$ cat config.mk
export PLATFORM = sky130hd
export DESIGN_NAME = dac_update_sched
export DESIGN_NICKNAME = d
export VERILOG_FILES = /design/src/rtl/dus_pkg.sv /design/src/rtl/dus_pin_sync.sv /design/src/rtl/dus_trig_sel.sv /design/src/rtl/dus_latch_pair.sv /design/src/rtl/dac_update_sched.sv
export SDC_FILE = /design/constraint.sdc
export NUM_CORES = 1
export LEC_CHECK = 0
export ABC_AREA = 1
export BUFFER_PORTS_ARGS = -buffer_cell sky130_fd_sc_hd__buf_2
export CORE_ASPECT_RATIO = 1.4
export CORE_MARGIN = 2
export CORE_UTILIZATION = 38
export DETAILED_ROUTE_END_ITERATION = 10
export SYNTH_ARGS = -nofsm -noshare
export SYNTH_HDL_FRONTEND = slang
export SYNTH_SLANG_ARGS = --single-unit
$ cat constraint.sdc
create_clock -name clk -period 1.9 [get_ports clk]
set_input_delay 0.38 -clock clk [delete_from_list [all_inputs] [get_ports clk]]
set_output_delay 0.38 -clock clk [all_outputs]
set_load 0.01 [all_outputs]
$ cat src/rtl/dus_pkg.sv
package dus_pkg;
  localparam int unsigned NUM_TMR = 4;

  typedef enum logic [2:0] {
    MODE_TMR0 = 3'b000,
    MODE_TMR1 = 3'b001,
    MODE_TMR2 = 3'b010,
    MODE_TMR3 = 3'b011,
    MODE_RISE = 3'b100,
    MODE_FALL = 3'b101,
    MODE_BOTH = 3'b110,
    MODE_NOW  = 3'b111
  } upd_mode_e;
endpackage

$ cat src/rtl/dus_pin_sync.sv
module dus_pin_sync #(
  parameter int unsigned STAGES = 2
) (
  input  logic clk,
  input  logic rst,
  input  logic pin_async,
  output logic rise_p,
  output logic fall_p
);
  // flop chain: STAGES synchronizer flops plus one history flop
  logic [STAGES:0] chain_q;

  always_ff @(posedge clk) begin
    if (rst) chain_q <= '0;
    else     chain_q <= {chain_q[STAGES-1:0], pin_async};
  end

  logic sync_now, sync_prev;
  assign sync_now  = chain_q[STAGES-1];
  assign sync_prev = chain_q[STAGES];
  assign rise_p    = sync_now & ~sync_prev;
  assign fall_p    = ~sync_now & sync_prev;
endmodule

$ cat src/rtl/dus_trig_sel.sv
module dus_trig_sel
  import dus_pkg::*;
(
  input  upd_mode_e          mode,
  input  logic [NUM_TMR-1:0] tmr_ovf,
  input  logic               rise_p,
  input  logic               fall_p,
  input  logic               wr_en,
  output logic               load
);
  always_comb begin
    unique case (mode)
      MODE_TMR0, MODE_TMR1,
      MODE_TMR2, MODE_TMR3: load = tmr_ovf[mode[1:0]];
      MODE_RISE:            load = rise_p;
      MODE_FALL:            load = fall_p;
      MODE_BOTH:            load = rise_p | fall_p;
      MODE_NOW:             load = wr_en;
      default:              load = 1'b0;
    endcase
  end
endmodule

$ cat src/rtl/dus_latch_pair.sv
module dus_latch_pair #(
  parameter int unsigned WIDTH = 8
) (
  input  logic             clk,
  input  logic             rst,
  input  logic             wr_en,
  input  logic [WIDTH-1:0] wr_data,
  input  logic             load,
  output logic [WIDTH-1:0] code_q
);
  logic [WIDTH-1:0] hold_q;
  logic [WIDTH-1:0] next_src;

  // a write in the load cycle bypasses the holding register
  assign next_src = wr_en ? wr_data : hold_q;

  always_ff @(posedge clk) begin
    if (rst) begin
      hold_q <= '0;
      code_q <= '0;
    end else begin
      if (wr_en) hold_q <= wr_data;
      if (load)  code_q <= next_src;
    end
  end
endmodule

$ cat src/rtl/dac_update_sched.sv
module dac_update_sched
  import dus_pkg::*;
#(
  parameter int unsigned DATA_W      = 8,
  parameter int unsigned RANGE_W     = 2,
  parameter int unsigned SYNC_STAGES = 2
) (
  input  logic               clk,
  input  logic               rst,
  input  logic               wr_en,
  input  logic [DATA_W-1:0]  wr_data,
  input  logic [2:0]         upd_mode,
  input  logic [RANGE_W-1:0] range_sel,
  input  logic [NUM_TMR-1:0] tmr_ovf,
  input  logic               conv_pin,
  output logic [DATA_W-1:0]  dac_code,
  output logic [RANGE_W-1:0] dac_range
);
  logic pin_rise, pin_fall, do_load;

  dus_pin_sync #(.STAGES(SYNC_STAGES)) u_sync (
    .clk       (clk),
    .rst       (rst),
    .pin_async (conv_pin),
    .rise_p    (pin_rise),
    .fall_p    (pin_fall)
  );

  dus_trig_sel u_sel (
    .mode    (upd_mode_e'(upd_mode)),
    .tmr_ovf (tmr_ovf),
    .rise_p  (pin_rise),
    .fall_p  (pin_fall),
    .wr_en   (wr_en),
    .load    (do_load)
  );

  dus_latch_pair #(.WIDTH(DATA_W)) u_latch (
    .clk     (clk),
    .rst     (rst),
    .wr_en   (wr_en),
    .wr_data (wr_data),
    .load    (do_load),
    .code_q  (dac_code)
  );

  always_ff @(posedge clk) begin
    if (rst) dac_range <= '0;
    else     dac_range <= range_sel;
  end
endmodule

Word level (Yosys, flattened, before mapping)

Cells that the tools add are included.

Bits in registers: 21
Input port bits: 21
Output and inout port bits: 10
Logic and storage cells: 23

Order comparisons: 1
Equality and inequality tests: 7
Muxes and demuxes: 4
Bitwise logic cells: 5
Reductions and logical operators: 2

Operators with widths:

| cell                                                                  | count |
|---|---|
| 3-bit equality test, second input constant                            | 4 |
| 8-bit two-way mux                                                     | 1 |
| 3-bit by 2-bit equality test with 1-bit output, second input constant | 2 |
| 1-bit one-hot mux with 5 select lines                                 | 1 |
| 4-bit OR reduction                                                    | 1 |
| 3-bit by 1-bit equality test with 1-bit output, second input constant | 1 |
| 3-bit zero test                                                       | 1 |
| 2-bit by 3-bit < comparator with 1-bit output, second input constant  | 1 |
| 1-bit AND                                                             | 2 |
| 1-bit binary-select mux with 2-bit select                             | 1 |
| 1-bit NOT                                                             | 2 |
| 1-bit two-way mux                                                     | 1 |
| 1-bit OR                                                              | 1 |

Longest topological paths before layout

Gate-level depths: netlist of run 1.

Depth in word-level cells: 4
Gate-level depth with buffers: 10
Depth with buffers taken out: 9

Modules after synthesis

From an unflattened synthesis of run 1, not the netlist that was laid out.

Cells, all modules: 122
Area total of the unflattened synthesis: 884.6 um^2

Modules (own cells, without submodules):

| module           | instances | cells each | area each (um^2) |
|---|---|---|---|
| dus_latch_pair   | 1         | 86         | 660.6 |
| dus_pin_sync     | 1         | 12         | 93.8 |
| dus_trig_sel     | 1         | 18         | 75.1 |
| dac_update_sched | 1         | 6          | 55.1 |

Least setup slack after synthesis of run 1

OpenSTA, ideal clock, no wires.

Path type: register to register
From: reg u_sync.chain_q[1]
To: reg u_latch.code_q[3]
Setup time: 115 ps
Arrival: 1187 ps
Data required time: 1785 ps
Path slack: 598 ps
Cell stages (with the launch flop): 10
Period minus slack after synthesis: 1302 ps
Cell sequence: dfxtp_1 inv_1 ha_1 nand2_1 nand3_2 nand3_4 buf_6 nand3_2 nand2_1 nor2_1

Cells in the longest elaborated chain, start to end: 4

RTL lines:

| item                                    | RTL line             | RTL |
|---|---|---|
| from (decl)                             | dus_pin_sync.sv:11   | `logic [STAGES:0] chain_q;` |
| from (signal assigned)                  | dus_pin_sync.sv:15   | `else chain_q <= {chain_q[STAGES-1:0], pin_async};` |
| 1-bit NOT                               | dus_pin_sync.sv:22   | `assign fall_p = ~sync_now & sync_prev;` |
| 1-bit AND                               | dus_pin_sync.sv:22   |  |
| 1-bit OR                                | dus_trig_sel.sv:17   | `MODE_BOTH: load = rise_p \| fall_p;` |
| 1-bit one-hot mux with 5 select lines * | dus_trig_sel.sv:12   | `unique case (mode)` |
| to (signal assigned)                    | dus_latch_pair.sv:23 | `if (load) code_q <= next_src;` |
| to (decl)                               | dus_latch_pair.sv:9  | `output logic [WIDTH-1:0] code_q` |

Every way passes the cells marked *; elsewhere a longest branch is shown, timed or not.
A chain may end at the register's enable or synchronous reset.

Worst setup path after layout of run 1

From: reg u_sync.chain_q[1]
To: reg u_latch.code_q[0]

Same word-level chain as after synthesis.

==> qor.csv, run 1 <==
stage,metric,value,unit
outcome,status,completed,
logic_synthesis,XOR/XNOR share of the synthesized area,0,%
routing,vias,772,
logic_synthesis,"area leader, netlist",dfxtp_1,
routing,drt total wl,1.724,mm
grt,largest net degree at the start of global routing,17,
flow_run,Max-Cap Viols,0,
logic_synthesis,Yosys warning total,0,
routing,drt first pass iters,2,
sta,Final Skew,8.482,ps
critical_path,crit start category,register,
sta,final setup fails,0,
placement,RePlAce Congestion,0.7913,
grt,GRT busiest layer,met2,
placement,hpwl dp,1.312,mm
routing,Post-route DRC,0,
grt,vias in the first global route,754,
critical_path,Worst Path Buf+Inv,1,
sta,Tmin final,1362,ps
logic_synthesis,synthesized instance count,110,
clocking,CTS Hold Bufs,0,
critical_path,CP max-delay cell,dfxtp_1,
critical_path,"CP delay by family, top",simple AND/OR/NAND/NOR gates,
logic_synthesis,largest family of logic cells by synthesized area,simple AND/OR/NAND/NOR gates,
floorplan,Rows,21,
clocking,TritonCTS clock tree,built,
floorplan,Core ar.,2338,µm²
sta,setup ws final,538.4,ps
floorplan,Die X,45.66,µm
floorplan,Die Y,62.33,µm
grt,GR Util All Layers,13.57,%
grt,GR Layer Usage met3,1.744,%
critical_path,CP Max Fanout,16,
logic_synthesis,Synth area leaders,"dfxtp_1, mux2i_1, nor2_1",
logic_synthesis,"Cell Area, Synth",923.4,µm²
clocking,clock root buffer,clkbuf_4,
logic_synthesis,count of cell types in the netlist,15,
grt,grt met2 use,22.89,%
finish,Layout area overhead,18.29,%
critical_path,Worst EP arrival,1570,ps
placement,input/output buffers,30,
floorplan,IO Count,31,
critical_path,required time worst endpoint,2110,ps
logic_synthesis,Post-Synth Adder-Cell Area,2.710,%
clocking,# Post-CTS Setup Buffers,0,
clocking,clock latency on the worst-skew pair,300,ps
floorplan,Initial Util,39.49,%
critical_path,crit path kind,register to register,
grt,GRT met1 Usage,15.90,%
pwr,leak pwr,0.5972,nW
floorplan,full die area,2846,µm²
sta,Worst Max-Slew Pin Slew,264.5,ps
grt,initial antenna violation count,0,
logic_synthesis,proportion of synthesized area in mux cells,8.672,%
logic_synthesis,simple-gate share of the synthesized area,27.78,%
logic_synthesis,register bit total from synthesis,21,
pwr,pwr dens,783.1,nW/µm²
sta,final hold vios,0,
clocking,CTS Buf Count,3,
critical_path,Crit path largest cell delay,350,ps
grt,grt ovf,0,
placement,Post-Place Setup Slack,533.1,ps
critical_path,nature of the critical path endpoint,register,
clocking,PostCTS Resize Cnt,0,
clocking,CTS sink count,21,
sta,crit share post-route,71.66,%
finish,diode count,0,
clocking,CTS Buffer Depth,2,
clocking,htree depth,1,
sta,unrepaired setup endpoints after global routing,false,
pwr,VDD IR max,0.0005043,V
routing,Starting DRT DRC Count,7,
sta,Fmax,734.4,MHz
logic_synthesis,syn_nets,133,
sta,Sum Neg Setup Slack,0,ps
logic_synthesis,share of the synthesized area in the top cell type,45.53,%
sta,fin. max-slew vios,0,
sta,Slew HR,81.86,%
grt,global-route wire length before repair,2.911,mm
critical_path,Most common cell on crit path,nand2_1,
logic_synthesis,register area share after synthesis,45.53,%
finish,Total Nets Final,164,
routing,WL/cell,10.58,µm
logic_synthesis,syn avg cell area,8.394,µm²
logic_synthesis,Synth Area in Compound Gates,4.743,%
clocking,clock-pin slew on the worst setup and hold paths,120,ps
critical_path,cells along the critical path,inv_1 > ha_1 > nand2_1 > nand3_2 > nand3_4 > nand3_1 > nand2_1 > nor2_1,
finish,fraction of layout cells with a size suffix above 1,30.71,%
routing,Final ANT Viol Nets,0,
routing,via/cell ratio,4.736,
min_path,Hold Crit Class,input port to register,
-- area by class of cell --
class                           count  area, µm²
Fill cell                         261       1246
Clock inverter                      1      5.005
Tap cell                           23      28.78
Sequential cell                    21      420.4
Timing Repair Buffer               30      150.1
Clock buffer                        3      22.52
Inverter                           16      60.06
Multi-Input combinational cell     69      405.4
-- metrics by stage --
| step | util [%] | power (mW) | cell area [µm²] | hold WS [ps] | std cells |
|---|---|---|---|---|---|
| 3_5_place_dp | 45.53 | 0.6619 | 1065 | 395.2 | 159 |
| 5_1_grt | 46.71 | 0.9059 | 1092 | 269.7 | 163 |
| 2_1_floorplan | - | 0.6100 | 923.4 | 388.3 | 110 |
| 6_report | 46.71 | 0.8554 | 1092 | 271.4 | 163 |
| 4_1_cts | 46.71 | 0.8659 | 1092 | 262.1 | 163 |
| 3_3_place_gp | 45.53 | 0.6577 | 1065 | 389.7 | 159 |
-- worst paths after layout --
| kind | startpoint | endpoint | slack, ps | cells after the start |
|---|---|---|---|---|
| worst max-delay path | u_sync.chain_q[1] | u_latch.code_q[0] | 540 | 8 |
| worst min-delay path | range_sel[0] | dac_range[0] | 270 | 3 |
| worst max register to register | u_sync.chain_q[1] | u_latch.code_q[0] | 540 | 8 |
| worst min register to register | u_sync.chain_q[0] | u_sync.chain_q[1] | 410 | 2 |
-- flip-flops by register name, summed over array words and instances (netlist names) --
register and flops:
dac_range 2, u_latch.code_q 8, u_latch.hold_q 8, u_sync.chain_q 3
-- logic make-up (layout without fill, tap and decap cells) --
family | count (synthesis) | count (layout)
AND/OR/NAND/NOR | 51 | 51
flip-flops | 21 | 21
buffers and inverters | 20 | 50
AO/OA/AOI/OAI | 8 | 8
multiplexers | 8 | 8
adder cells (fa/ha/maj) | 2 | 2
-- cell usage after synthesis --
master,instances
mux2i_1,8
dfxtp_1,21
a21oi_1,7
nand3_1,8
nand2_1,16
nand3_2,4
inv_1,14
buf_6,3
nand3_4,1
nor2_1,21
nand3b_4,1
ha_1,2
clkbuf_1,1
a21oi_2,1
inv_2,2
-- worst register-to-register path: stages, from the launching register on --
cell and delay (ps):
dfxtp_1 350, inv_1 60, ha_1 290, nand2_1 80, nand3_2 90, nand3_4 200
nand3_1 110, nand2_1 70, nor2_1 40
-- layout by cell type, fill, tap and decap left out --
cell      instances
mux2i_1           8
nand3b_4          1
nand3_4           1
dfxtp_1          21
buf_2            30
inv_1            14
inv_2             2
clkinv_2          1
a21oi_2           1
nand2_1          16
ha_1              2
a21oi_1           7
nand3_2           4
nand3_1           8
nor2_1           21
clkbuf_4          3
-- where the power goes --
group	switching (mW)	leakage (nW)	internal [mW]
Combinational	0.0934	0.406	0.0710
Sequential	0.0126	0.174	0.473
Clock	0.127	0.0177	0.0783
-- layer usage --
| layer | wire (µm) | part of all wire, % |
|---|---|---|
| met5 | 0 | 0 |
| met1 | 737 | 43 |
| met2 | 848 | 49 |
| met3 | 102 | 5.9 |
| met4 | 36 | 2.1 |
Power figures use the tool's default switching activity.
==> inputs of run 2 (changes only) <==
--- a/config.mk
+++ b/config.mk
@@ -11,6 +11,7 @@
 export CORE_MARGIN = 2
 export CORE_UTILIZATION = 38
 export DETAILED_ROUTE_END_ITERATION = 10
+export PLACE_DENSITY = 0.65
 export SYNTH_ARGS = -nofsm -noshare
 export SYNTH_HDL_FRONTEND = slang
 export SYNTH_SLANG_ARGS = --single-unit
==> constraint.sdc (replaced) <==
create_clock -name clk -period 1.2 [get_ports clk]
set_input_delay 0.24 -clock clk [delete_from_list [all_inputs] [get_ports clk]]
set_output_delay 0.24 -clock clk [all_outputs]
set_load 0.01 [all_outputs]
==> run 2 against run 1 <==
  * The flow now finishes with violations (setup timing)
  * Clock power up 58%
  * Total power is 69% higher
  * Count of clock-buffer cells in the layout increased by 1
  * Maximum frequency up 7.9%
  * Cell count is 4.9% higher
  * Sequential share of layout area fell by 6.0 points
  * Non-clock buffer count rose by 6
  * Worst hold slack worse by 130 ps
  * Clock skew is 3.8 ps lower
  * Combinational power grew 110%
  * Setup slack got worse by 600 ps
  * Global-route usage grew 1.7 points
  * Largest cell class is now multi-input gates
==> qor.csv, run 2 (synthesis results as in run 1) <==
stage,metric,value,unit
outcome,status,finished with violations,
outcome,failing checks,setup timing,
floorplan,Die Y,62.33,µm
routing,via/cell ratio,4.766,
clocking,clock latency on the worst-skew pair,290,ps
placement,Post-Place Setup Slack,-153.6,ps
grt,global-route wire length before repair,3.277,mm
grt,grt ovf,0,
grt,GR Util All Layers,15.31,%
sta,unrepaired setup endpoints after global routing,true,
placement,hpwl dp,1.422,mm
placement,DP Cell Count,164,
sta,Tmin final,1262,ps
critical_path,crit path kind,register to register,
clocking,CTS Buffer Depth,2,
sta,final setup fails,8,
floorplan,full die area,2846,µm²
critical_path,required time worst endpoint,1400,ps
placement,RePlAce Congestion,0.7112,
pwr,leak pwr,0.6637,nW
critical_path,crit start category,register,
placement,input/output buffers,30,
sta,Min Hold Slack,140.1,ps
finish,Finished Layout Cells,171,
routing,vias,815,
routing,WL/cell,11.45,µm
finish,diode count,0,
clocking,clock-pin slew on the worst setup and hold paths,110,ps
sta,fin. max-slew vios,0,
pwr,VDD IR max,0.0007215,V
sta,Final Skew,4.644,ps
clocking,CTS Hold Bufs,0,
finish,"commonest non-fill, non-tap cell in the layout",buf_2,
clocking,CTS sink count,21,
grt,vias in the first global route,781,
grt,largest net degree at the start of global routing,14,
routing,Starting DRT DRC Count,18,
finish,most frequent cells in the layout,"buf_2, nor2_1, dfxtp_1",
routing,drt total wl,1.958,mm
finish,Layout area overhead,41.06,%
sta,final hold vios,0,
finish,Reg area,422.9,µm²
sta,Worst Max-Slew Pin Slew,315.9,ps
finish,Total Nets Final,172,
critical_path,CP Max Fanout,8,
finish,Layout fillers,219,
finish,fraction of layout cells with a size suffix above 1,53.38,%
critical_path,Worst EP arrival,1470,ps
critical_path,nature of the critical path endpoint,register,
sta,setup ws final,-61.93,ps
floorplan,IO Count,31,
clocking,TritonCTS clock tree,built,
pwr,Pwr Total,1.448,mW
min_path,Hold Crit Class,input port to register,
routing,Final ANT Viol Nets,0,
finish,multi-input combinational cell area,569.3,µm²
flow_run,Max-Cap Viols,0,
grt,initial antenna violation count,0,
routing,Post-route DRC,0,
sta,Slew HR,78.34,%
pwr,pwr dens,1112,nW/µm²
floorplan,Rows,21,
routing,drt first pass iters,4,
floorplan,Core ar.,2338,µm²
finish,top flop regs,"u_latch.code_q: 8 flops, u_latch.hold_q: 8 flops, u_sync.chain_q: 3 flops",
finish,final core occ,55.70,%
floorplan,Initial Util,39.49,%
clocking,CTS Buf Count,3,
sta,crit share post-route,105.2,%
clocking,htree depth,1,
clocking,clock root buffer,clkbuf_4,
sta,Fmax,792.4,MHz
floorplan,Die X,45.66,µm
## run 2: changes by cell type in the layout (fill, tap and decap cells not counted), sizes merged
cell,before,now
buf,30,36
clkbuf,3,4
clkinv,1,0
nand3,13,14
nand3b,1,2
## run 2: layer usage
metal  up-vias  routed length (µm)  GRT usage [%]
li1        424                   -              -
met1       366                 826          20.26
met2        23                1014          24.12
met3         2                 103          2.616
met4         0                  14          5.515
met5         -                   0              0
## run 2: power breakdown
| group | switching [mW] | total [mW] | internal [mW] |
|---|---|---|---|
| combinational | 0.194 | 0.349 | 0.156 |
| clock | 0.196 | 0.325 | 0.129 |
| sequential | 0.0244 | 0.773 | 0.749 |
## run 2: through the flow
stage | instance area, µm² | setup TNS [ps]
2_1_floorplan | 982.2 | -210.8
3_3_place_gp | 1154 | -809.8
3_5_place_dp | 1154 | -1184
4_1_cts | 1292 | -510.8
5_1_grt | 1303 | -1076
6_report | 1303 | -440.5
## run 2: path summary, 6_finish.rpt
check / slack (ps) / start / cells after the start / end
setup / recovery: -60 / u_sync.chain_q[1] / 7 / u_latch.code_q[3]
hold / removal: 140 / range_sel[1] / 3 / dac_range[1]
setup reg to reg: -60 / u_sync.chain_q[1] / 7 / u_latch.code_q[3]
hold reg to reg: 400 / u_sync.chain_q[0] / 2 / u_sync.chain_q[1]
## run 2: critical path, cell delays in order (launching register included)
cell and delay [ps]:
dfxtp_2 350, inv_2 50, ha_4 260, nand2_4 50
nand3_4 80, nand3_4 160, a21oi_2 170, nor2_1 50
## run 2: timing repair
item                                    4_1_cts  5_1_grt
buffers inserted                              1        0
endpoints found under the setup margin        8        8
gates cloned                                  2        0
pin swaps                                    18       13
gates resized for setup                      15        6
## run 2: area by class of cell
| class | count | share of cell area, % |
|---|---|---|
| sequential | 21 | 32.47 |
| inverter | 16 | 4.611 |
| timing repair buffer | 36 | 14.99 |
| multi-input combinational | 71 | 43.71 |
| clock buffer | 4 | 2.017 |
| tap | 23 | 2.209 |
